==> src/rtl/settle_pkg.sv <==
package settle_pkg;
  // Strobes issued by control into the datapath each cycle.
  typedef struct packed {
    logic genLoad;
    logic genStop;
    logic hsLoad;
    logic hsStop;
    logic genTick;
    logic hsTick;
  } strobe_t;
endpackage

==> src/rtl/settle_chan.sv <==
module settle_chan #(
  parameter int CNT_W = 16
) (
  input  logic             clk,
  input  logic             rstN,
  input  logic             load,
  input  logic             stop,
  input  logic             tick,
  input  logic [CNT_W-1:0] initVal,
  output logic             lock
);
  localparam logic [CNT_W-1:0] ONE = CNT_W'(1);

  logic [CNT_W-1:0] remain;
  logic             busy;

  always_ff @(posedge clk) begin
    if (!rstN) begin
      remain <= '0;
      busy   <= 1'b0;
      lock   <= 1'b0;
    end else if (load) begin
      remain <= initVal;
      busy   <= 1'b1;
      lock   <= 1'b0;
    end else if (stop) begin
      busy   <= 1'b0;
      lock   <= 1'b0;
    end else if (tick && busy) begin
      if (remain <= ONE) begin
        remain <= '0;
        busy   <= 1'b0;
        lock   <= 1'b1;
      end else begin
        remain <= remain - ONE;
      end
    end
  end

  AST_LOAD_CLEARS_LOCK: assert property (@(posedge clk) disable iff (!rstN)
    load |=> !lock);
  AST_COUNT_STEP: assert property (@(posedge clk) disable iff (!rstN)
    (busy && tick && !load && !stop && remain > ONE) |=> (remain == $past(remain) - ONE) && busy);
  AST_LOCK_ON_TICK: assert property (@(posedge clk) disable iff (!rstN)
    $rose(lock) |-> $past(tick) && $past(busy));
  AST_LOCK_HOLDS: assert property (@(posedge clk) disable iff (!rstN)
    (lock && !load && !stop) |=> lock);
  AST_STOP_CLEARS: assert property (@(posedge clk) disable iff (!rstN)
    (stop && !load) |=> !lock && !busy);
endmodule

==> src/rtl/settle_ctrl.sv <==
module settle_ctrl
  import settle_pkg::*;
#(
  parameter int MUL_W = 8,
  parameter int PRE_W = 3
) (
  input  logic             clk,
  input  logic             rstN,
  input  logic             slowTick,
  input  logic             genWr,
  input  logic [MUL_W-1:0] genMulIn,
  input  logic             hsWr,
  input  logic             hsEnIn,
  output strobe_t          stb
);
  logic [PRE_W-1:0] preCnt;

  always_ff @(posedge clk) begin
    if (!rstN) preCnt <= '0;
    else if (slowTick) preCnt <= preCnt + PRE_W'(1);
  end

  always_comb begin
    stb.genLoad = genWr && (genMulIn != '0);
    stb.genStop = genWr && (genMulIn == '0);
    stb.hsLoad  = hsWr && hsEnIn;
    stb.hsStop  = hsWr && !hsEnIn;
    stb.genTick = slowTick;
    stb.hsTick  = slowTick && (preCnt == '1);
  end

  AST_PRE_ADVANCE: assert property (@(posedge clk) disable iff (!rstN)
    slowTick |=> preCnt == $past(preCnt) + PRE_W'(1));
  AST_PRE_HOLD: assert property (@(posedge clk) disable iff (!rstN)
    !slowTick |=> $stable(preCnt));
endmodule

==> src/rtl/settle_dp.sv <==
module settle_dp
  import settle_pkg::*;
#(
  parameter int DIV_W = 8,
  parameter int MUL_W = 8,
  parameter int CNT_W = 16,
  parameter int NCH   = 2
) (
  input  logic             clk,
  input  logic             rstN,
  input  strobe_t          stb,
  input  logic             genWr,
  input  logic [DIV_W-1:0] genDivIn,
  input  logic [MUL_W-1:0] genMulIn,
  input  logic [CNT_W-1:0] genCountIn,
  input  logic             halveWr,
  input  logic             halveIn,
  input  logic             hsWr,
  input  logic             hsEnIn,
  input  logic [CNT_W-1:0] hsCountIn,
  input  logic             maskWr,
  input  logic [NCH-1:0]   maskIn,
  output logic [DIV_W-1:0] divReg,
  output logic [MUL_W-1:0] mulReg,
  output logic             halveReg,
  output logic             hsEnReg,
  output logic [NCH-1:0]   lockVec,
  output logic             irqOut
);
  logic [NCH-1:0]   maskReg;
  logic [NCH-1:0]   chLoad, chStop, chTick;
  logic [CNT_W-1:0] chInit [NCH];

  always_ff @(posedge clk) begin
    if (!rstN) begin
      divReg   <= '0;
      mulReg   <= '0;
      halveReg <= 1'b0;
      hsEnReg  <= 1'b0;
      maskReg  <= '0;
    end else begin
      if (genWr) begin
        divReg <= genDivIn;
        mulReg <= genMulIn;
      end
      if (halveWr) halveReg <= halveIn;
      if (hsWr)    hsEnReg  <= hsEnIn;
      if (maskWr)  maskReg  <= maskIn;
    end
  end

  always_comb begin
    chLoad    = '0;
    chStop    = '0;
    chTick    = '0;
    chLoad[0] = stb.genLoad;
    chStop[0] = stb.genStop;
    chTick[0] = stb.genTick;
    chLoad[1] = stb.hsLoad;
    chStop[1] = stb.hsStop;
    chTick[1] = stb.hsTick;
    for (int i = 0; i < NCH; i++) chInit[i] = '0;
    chInit[0] = genCountIn;
    chInit[1] = hsCountIn;
  end

  for (genvar g = 0; g < NCH; g++) begin : gChan
    settle_chan #(.CNT_W(CNT_W)) uChan (
      .clk     (clk),
      .rstN    (rstN),
      .load    (chLoad[g]),
      .stop    (chStop[g]),
      .tick    (chTick[g]),
      .initVal (chInit[g]),
      .lock    (lockVec[g])
    );
  end

  assign irqOut = |(lockVec & maskReg);

  AST_IRQ_NEEDS_MASK: assert property (@(posedge clk) disable iff (!rstN)
    (maskWr && maskIn == '0) |=> !irqOut);
endmodule

==> src/rtl/settle_tracker.sv <==
module settle_tracker
  import settle_pkg::*;
#(
  parameter int DIV_W = 8,
  parameter int MUL_W = 8,
  parameter int CNT_W = 16,
  parameter int PRE_W = 3
) (
  input  logic             clk,
  input  logic             rstN,
  input  logic             slowTick,
  input  logic             genWr,
  input  logic [DIV_W-1:0] genDivIn,
  input  logic [MUL_W-1:0] genMulIn,
  input  logic [CNT_W-1:0] genCountIn,
  input  logic             halveWr,
  input  logic             halveIn,
  input  logic             hsWr,
  input  logic             hsEnIn,
  input  logic [CNT_W-1:0] hsCountIn,
  input  logic             maskWr,
  input  logic [1:0]       maskIn,
  output logic [DIV_W-1:0] genDivOut,
  output logic [MUL_W-1:0] genMulOut,
  output logic             genEnabled,
  output logic             genRun,
  output logic             genHalve,
  output logic             hsEnabled,
  output logic             lockGen,
  output logic             lockHs,
  output logic             irq
);
  localparam int NCH = 2;

  strobe_t        stb;
  logic [NCH-1:0] lockVec;

  settle_ctrl #(.MUL_W(MUL_W), .PRE_W(PRE_W)) uCtrl (
    .clk      (clk),
    .rstN     (rstN),
    .slowTick (slowTick),
    .genWr    (genWr),
    .genMulIn (genMulIn),
    .hsWr     (hsWr),
    .hsEnIn   (hsEnIn),
    .stb      (stb)
  );

  settle_dp #(.DIV_W(DIV_W), .MUL_W(MUL_W), .CNT_W(CNT_W), .NCH(NCH)) uDp (
    .clk        (clk),
    .rstN       (rstN),
    .stb        (stb),
    .genWr      (genWr),
    .genDivIn   (genDivIn),
    .genMulIn   (genMulIn),
    .genCountIn (genCountIn),
    .halveWr    (halveWr),
    .halveIn    (halveIn),
    .hsWr       (hsWr),
    .hsEnIn     (hsEnIn),
    .hsCountIn  (hsCountIn),
    .maskWr     (maskWr),
    .maskIn     (maskIn),
    .divReg     (genDivOut),
    .mulReg     (genMulOut),
    .halveReg   (genHalve),
    .hsEnReg    (hsEnabled),
    .lockVec    (lockVec),
    .irqOut     (irq)
  );

  assign lockGen    = lockVec[0];
  assign lockHs     = lockVec[1];
  assign genEnabled = (genMulOut != '0);
  assign genRun     = genEnabled && (genDivOut != '0);

  AST_IRQ_SOURCE: assert property (@(posedge clk) disable iff (!rstN)
    irq |-> (lockGen || lockHs));
  AST_LOCK_NEEDS_ON: assert property (@(posedge clk) disable iff (!rstN)
    lockGen |-> genEnabled);
  AST_HS_LOCK_NEEDS_ON: assert property (@(posedge clk) disable iff (!rstN)
    lockHs |-> hsEnabled);
endmodule

==> config.mk <==
export PLATFORM = sky130hd
export DESIGN_NAME = settle_tracker
export DESIGN_NICKNAME = d
export VERILOG_FILES = /design/src/rtl/settle_pkg.sv /design/src/rtl/settle_chan.sv /design/src/rtl/settle_ctrl.sv /design/src/rtl/settle_dp.sv /design/src/rtl/settle_tracker.sv
export SDC_FILE = /design/constraint.sdc
export NUM_CORES = 1
export LEC_CHECK = 0
export CORE_AREA = 2 2 78 80
export CTS_CLUSTER_DIAMETER = 120
export DETAILED_ROUTE_END_ITERATION = 6
export DIE_AREA = 0 0 80 82
export DONT_BUFFER_PORTS = 1
export PLACE_DENSITY = 0.71
export SKIP_CTS_REPAIR_TIMING = 1
export SYNTH_ARGS = -nofsm -noshare
export SYNTH_HDL_FRONTEND = slang
export SYNTH_SLANG_ARGS = --single-unit
==> constraint.sdc <==
create_clock -name clk -period 1.9 [get_ports clk]
set_clock_uncertainty 0.05 [all_clocks]
set_input_delay 0 -clock clk [delete_from_list [all_inputs] [get_ports clk]]
set_output_delay 0 -clock clk [all_outputs]
set_load 0.02 [all_outputs]
## After elaboration in Yosys (flattened, before gate mapping)

Cells that the tools add are included.

| cells by class | value |
|---|---|
| $add $sub $neg | 3 |
| $mul | 0 |
| divide/modulo/power cells | 0 |
| magnitude comparators | 2 |
| equal/unequal tests | 3 |
| shifts and indexed selects | 0 |
| multiplexer cells | 16 |
| bitwise logic cells | 2 |
| reductions and logical operators | 28 |

Operators by type and width:

| kind | count |
|---|---|
| 16-bit two-way mux | 8 |
| 16-bit by 1-bit less-or-equal comparator with 1-bit output, second input constant | 2 |
| 16-bit by 1-bit subtractor with 16-bit output, second input constant | 2 |
| 8-bit nonzero test | 3 |
| 2-bit AND reduction | 6 |
| 3-bit nonzero test | 4 |
| 1-bit logical AND | 8 |
| 8-bit logical NOT | 1 |
| 1-bit two-way mux | 8 |
| 3-bit OR reduction | 2 |
| 2-bit != test, second input constant | 2 |
| 2-bit nonzero test | 2 |
| 3-bit by 1-bit adder with 3-bit output, second input constant | 1 |
| 3-bit == test, second input constant | 1 |
| 2-bit AND | 1 |
| 2-bit OR reduction | 1 |
| 1-bit logical NOT | 1 |
| 1-bit inverter | 1 |

| word-level totals | value |
|---|---|
| register bits | 59 |
| bits in latches | 0 |
| bits in writable memories | 0 |
| memory bits (read-only) | 0 |
| output and inout bits | 23 |
| logic and storage cells | 66 |
| memories kept | 0 |

## Longest topological paths before layout

| depth | value |
|---|---|
| depth in word-level cells | 6 |
| depth in mapped cells | 8 |
| mapped depth without buffers | 7 |

## Cells and area by module

A second synthesis with hierarchy kept.

| second synthesis, totals | value |
|---|---|
| cell total of the unflattened synthesis | 356 |
| area, all modules | 3146.8 µm² |

By module, submodules not included:

| module | times used | cells each | area each (µm²) |
|---|---|---|---|
| settle_chan | 2 | 133 | 1069.8 |
| settle_dp | 1 | 65 | 773.2 |
| settle_ctrl | 1 | 19 | 197.7 |
| settle_tracker | 1 | 6 | 36.3 |

## Worst setup path after synthesis

OpenSTA, ideal clock, no wires.

| timing path | value |
|---|---|
| path type | reg-to-reg |
| start | reg uDp.gChan[0].uChan.remain[10] |
| end | reg uDp.gChan[0].uChan.remain[2] |
| setup time | 0.123 ns |
| data arrival time | 1.773 ns |
| required time | 1.727 ns |
| slack | -0.046 ns |
| stages on the path, launching flop included | 6 |
| path buffers | 0 |
| cells stage by stage | dfxtp_1 > or4_4 > nor4_4 > a31oi_4 > a221oi_1 > nor2b_1 |

| between the ends | value |
|---|---|
| word-level cells in the longest chain between the ends | 5 |

Ends and longest elaborated chain:

| what | RTL line | source |
|---|---|---|
| start: declaration | settle_chan.sv:14 | `logic [CNT_W-1:0] remain;` |
| start signal: assignment | settle_chan.sv:23 | `remain <= initVal;` |
| start signal: assignment | settle_chan.sv:35 | `remain <= remain - ONE;` |
| 16-bit by 1-bit less-or-equal comparator with 1-bit output | settle_chan.sv:30 | `if (remain <= ONE) begin` |
| 16-bit two-way mux | settle_chan.sv:30 |  |
| 16-bit two-way mux | settle_chan.sv:29 | `end else if (tick && busy) begin` |
| 16-bit two-way mux | settle_chan.sv:26 | `end else if (stop) begin` |
| 16-bit two-way mux | settle_chan.sv:22 | `end else if (load) begin` |

Every way passes these cells. The select of a mux whose other input is x is not followed.
A chain may end at the register's enable or synchronous reset.

## Worst setup path in the final report

| timing path | value |
|---|---|
| start | reg uDp.gChan[1].uChan.remain[7] |
| end | reg uDp.gChan[1].uChan.remain[15] |

| between the ends | value |
|---|---|
| word-level cells in the longest chain between the ends | 5 |
| elaborated cells on any way between the ends | 6 |
| classes of those cells | 1 x add/sub; 1 x order compare; 4 x mux |

Ends and longest elaborated chain:

| what | RTL line |
|---|---|
| start: declaration | settle_chan.sv:14 |
| start signal: assignment | settle_chan.sv:23 |
| start signal: assignment | settle_chan.sv:35 |
| 16-bit by 1-bit subtractor with 16-bit output or 16-bit by 1-bit less-or-equal comparator with 1-bit output (tied branches) | settle_chan.sv:35, settle_chan.sv:30 |
| 16-bit two-way mux * | settle_chan.sv:30 |
| 16-bit two-way mux * | settle_chan.sv:29 |
| 16-bit two-way mux * | settle_chan.sv:26 |
| 16-bit two-way mux * | settle_chan.sv:22 |

Every way passes the cells marked *; elsewhere a longest branch is shown, timed or not. The select of a mux whose other input is x is not followed.

==> impl_table.tex <==
\begin{tabular}{lr}
\hline
Metric & Value \\
\hline
\multicolumn{2}{l}{\textbf{Timing}} \\
Slew at the pin closest to its max-slew limit & 1.10 ns \\
Count of pins over their slew limit & 0 \\
Final period demand of the worst path & 1.96 ns \\
Max Clock Freq & 511 MHz \\
Final setup slack of the worst path & -0.0560 ns \\
Setup Viol. Count Final & 1 \\
Share of the clock period used by the worst path after layout & 103\% \\
Rel. slew slack & 26.1\% \\
Min Hold Slack & 0.102 ns \\
Post-Route Setup TNS & -0.0560 ns \\
RSZ-0062 raised after global routing & yes \\
Hold Vio Cnt, Final & 0 \\
\multicolumn{2}{l}{\textbf{Min path}} \\
HP Class & in -> reg \\
Beginning of the worst hold path & genMulIn[7] \\
Worst hold endpoint & uDp.gChan[0].uChan.remain[15] \\
Cells on Worst Hold Path & 5 \\
\multicolumn{2}{l}{\textbf{Synthesis}} \\
Arithmetic-cell share of the synthesized area counting full adders, half adders and majority gates & 2.45\% \\
Net count of the mapped netlist & 413 \\
Synth top cells by count & sky130\_fd\_sc\_hd\_\_dfxtp\_1, sky130\_fd\_sc\_hd\_\_nor2\_1, sky130\_fd\_sc\_hd\_\_mux2i\_1 \\
Leading cell types by total area after synthesis & sky130\_fd\_sc\_hd\_\_dfxtp\_1, sky130\_fd\_sc\_hd\_\_mux2i\_1, sky130\_fd\_sc\_hd\_\_nor2\_1, sky130\_fd\_sc\_hd\_\_o21ai\_0, sky130\_fd\_sc\_hd\_\_xnor2\_1 \\
Most instantiated flip-flop cell in the synthesis netlist & sky130\_fd\_sc\_hd\_\_dfxtp\_1 \\
Flops \& latches, synth & 59 \\
Cell type with the highest aggregate area in the netlist & sky130\_fd\_sc\_hd\_\_dfxtp\_1 \\
Proportion of synthesized chip area in sequential cells & 38.5\% \\
Share of synthesized cell area in and, or, nand and nor gates & 25.2\% \\
Area share of the largest cell type after synthesis & 38.5\% \\
Syn avg cell area & 8.81 um\^{}2 \\
Synthesized-area fraction occupied by ao, oa, aoi and oai cells & 18.6\% \\
Post-synthesis mux area share & 7.18\% \\
Largest family of logic cells by synthesized area & simple AND/OR/NAND/NOR gates \\
Most repeated cell in the gate-level netlist after synthesis & sky130\_fd\_sc\_hd\_\_dfxtp\_1 \\
Warnings, synthesis & 0 \\
Synthesized instance count & 348 \\
Fraction of registers with async set/reset & 0\% \\
Post-synth EDFFs & 0 \\
Xor-xnor portion of the synthesized cell area & 5.43\% \\
Number of distinct library cell variants in the gate-level netlist after synthesis & 56 \\
Netlist area before placement & 0.00307 mm\^{}2 \\
\multicolumn{2}{l}{\textbf{Setup path}} \\
Crit start category & register \\
FF-to-FF End & uDp.gChan[1].uChan.remain[15] \\
Slowest cell delay on critical path & 0.54 ns \\
Required arrival time at the worst endpoint & 2.11 ns \\
CP Capture Type & register \\
Slowest cell on crit path & sky130\_fd\_sc\_hd\_\_or4b\_1 \\
Worst-case reg-to-reg path depth & 5 \\
Crit path cell chain & nor4\_4 > nand4b\_1 > or4b\_1 > a21o\_1 > a31oi\_1 \\
Register-to-register setup slack & -0.06 ns \\
Max FO, Critical Path & 4 \\
Worst r2r src & uDp.gChan[1].uChan.remain[7] \\
Arrival time worst endpoint & 2.16 ns \\
Start-to-end type of the worst setup path & reg -> reg \\
\multicolumn{2}{l}{\textbf{Run status}} \\
Run status & finished with violations \\
Violated checks & negative setup slack \\
\multicolumn{2}{l}{\textbf{Layout}} \\
Layout net count & 514 \\
Share of cells above drive strength 1 & 19.6\% \\
Area added between synthesis and finish & 40.4\% \\
Number of filler instances in the final layout & 414 \\
Diode count & 0 \\
Area of all placed cells without fillers & 0.00430 mm\^{}2 \\
\multicolumn{2}{l}{\textbf{Clocking}} \\
Clock slew at reported path FFs & 0.08 ns \\
CTS H-tree lvls & 3 \\
Clock buffers created by TritonCTS & 9 \\
Clk root buf & sky130\_fd\_sc\_hd\_\_clkbuf\_8 \\
CTS sink count & 59 \\
Clock tree from TritonCTS & done \\
Clock network latency to the later pin of the worst-skew pair & 0.34 ns \\
Max clock buf depth & 2 \\
\multicolumn{2}{l}{\textbf{Placement}} \\
Placement-stage worst setup slack & 0.0122 ns \\
Routability-driven placement congestion ratio & 0.865 \\
DP HPWL & 5420 um \\
Port-buffer cells & 0 \\
Placed Area & 0.00339 mm\^{}2 \\
\multicolumn{2}{l}{\textbf{Power}} \\
Worst voltage drop across the vdd grid & 0.710 mV \\
Clock power frac & 32.8\% \\
Switching portion of total power & 30.9\% \\
Power share of the sequential group & 44.5\% \\
Static leakage & 0.00172 uW \\
Internal power & 2220 uW \\
Power density normalized to cell area & 746 mW/mm\^{}2 \\
Combinational fraction of design power & 22.7\% \\
Net switching power & 990 uW \\
Total chip power & 3210 uW \\
\multicolumn{2}{l}{\textbf{Die}} \\
Initial standard-cell utilization of the core & 53.4\% \\
Number of top-level pins & 82 \\
Floorplan die width & 80 um \\
Core Rows & 28 \\
Core Area & 0.00575 mm\^{}2 \\
Area of the die & 0.00656 mm\^{}2 \\
Height of the die & 82 um \\
\multicolumn{2}{l}{\textbf{Drt}} \\
Total Routed Length & 8650 um \\
Vias/cell & 5.78 \\
DR vias & 3058 \\
Remaining antenna violation count & 0 \\
Router iterations before antenna repair & 4 \\
Detailed router's first-iteration violation count & 140 \\
Detailed-route wire length per cell & 16.4 um \\
DRC errors left & 0 \\
\multicolumn{2}{l}{\textbf{Global route}} \\
Residual overflow from global routing & 0 \\
Initial antenna violation count & 0 \\
Maximum number of pins on one net before global-route repair & 32 \\
Global-route usage over all layers & 23.9\% \\
Via count of the first global-routing pass & 2659 \\
Wire length of the first global-routing pass & 12300 um \\
\multicolumn{2}{l}{\textbf{Flow run}} \\
Maximum Capacitance Violations & 0 \\
\hline
\end{tabular}
## per-stage QoR
| stage | std cells | util [%] |
|---|---|---|
| final | 529 | 74.9 |
| after floorplan | 348 | - |
| after detailed placement | 446 | 59.0 |
| after global placement | 446 | 59.0 |
| after global routing | 529 | 74.9 |
| after CTS | 462 | 62.1 |
## area by class of cell
type	count	area (um^2)	share of cell area [%]
timing repair buffer	105	938	21.8
tap	75	93.8	2.18
multi-input combinational	268	1880	43.6
inverter	6	22.5	0.523
clock buffer	11	141	3.29
clock inverter	5	37.5	0.872
sequential	59	1190	27.7
## metal layers
layer / share of wire, % / up-vias / GRT usage [%]
met1: 41 / 1477 / 28.2
met4: 1.1 / 0 / 8.31
met3: 4.1 / 10 / 6.81
li1: - / 1489 / -
met2: 53 / 82 / 41.4
met5: 0 / - / 0
## power groups by stage
stage          Combinational, uW  Sequential, uW  Clock [uW]
6_report                     729            1430        1050
4_1_cts                      554            1420        1050
3_3_place_gp                 538            1440           0
2_1_floorplan                385            1440           0
5_1_grt                      797            1430        1120
3_5_place_dp                 551            1450           0
## placed cells by master, fill, tap and decap left out, types with 6 or more instances in the layout
cell type and instances:
sky130_fd_sc_hd__dfxtp_1 53, sky130_fd_sc_hd__nand2_1 19, sky130_fd_sc_hd__nand3_1 8, sky130_fd_sc_hd__inv_1 6, sky130_fd_sc_hd__xor2_1 8, sky130_fd_sc_hd__a22oi_1 6
sky130_fd_sc_hd__nor2_1 38, sky130_fd_sc_hd__nor4_1 9, sky130_fd_sc_hd__buf_4 45, sky130_fd_sc_hd__a21oi_1 15, sky130_fd_sc_hd__xnor2_1 11, sky130_fd_sc_hd__mux2i_1 22
sky130_fd_sc_hd__and2_1 9, sky130_fd_sc_hd__dlygate4sd3_1 60, sky130_fd_sc_hd__o21a_1 6, sky130_fd_sc_hd__nor3_1 9, sky130_fd_sc_hd__o21ai_0 19, sky130_fd_sc_hd__clkbuf_8 10
## sequential cells by signal, summed over array words and instances (netlist names)
register	cells
uDp.hsEnReg	1
uDp.gChan.uChan.remain	32
uDp.gChan.uChan.busy	2
uDp.maskReg	2
uDp.mulReg	8
uDp.gChan.uChan.lock	2
uDp.halveReg	1
uDp.divReg	8
uCtrl.preCnt	3
## worst max-delay path by stage
stage | from | endpoint | slack (ns) | cells after the start
final | uDp.gChan[1].uChan.remain[7] | uDp.gChan[1].uChan.remain[15] | -0.06 | 5
after global routing | uDp.gChan[1].uChan.remain[7] | uDp.gChan[1].uChan.remain[15] | -0.12 | 5
after CTS | uCtrl.preCnt[0] | uDp.gChan[1].uChan.remain[4] | -0.03 | 7
after detailed placement | uDp.gChan[1].uChan.remain[1] | uDp.gChan[1].uChan.remain[10] | 0.01 | 7
after global placement | uDp.gChan[1].uChan.remain[0] | uDp.gChan[1].uChan.remain[13] | 0.04 | 6
after floorplan | uCtrl.preCnt[0] | uDp.gChan[1].uChan.remain[9] | 0.06 | 8
## kinds of logic after synthesis
family          Yosys count
simple gates            137
buf+inv                  21
fa+ha+maj                 6
xor+xnor                 19
flops                    59
mux                      22
compound gates           84
## critical path, delay by kind of cell, from the launching register on
kind               cells  cell delay, ns
AOI/OAI and AO/OA      2            0.35
DFF                    1            0.37
and+or+nand+nor        3            1.11
Power figures use the tool's default switching activity.
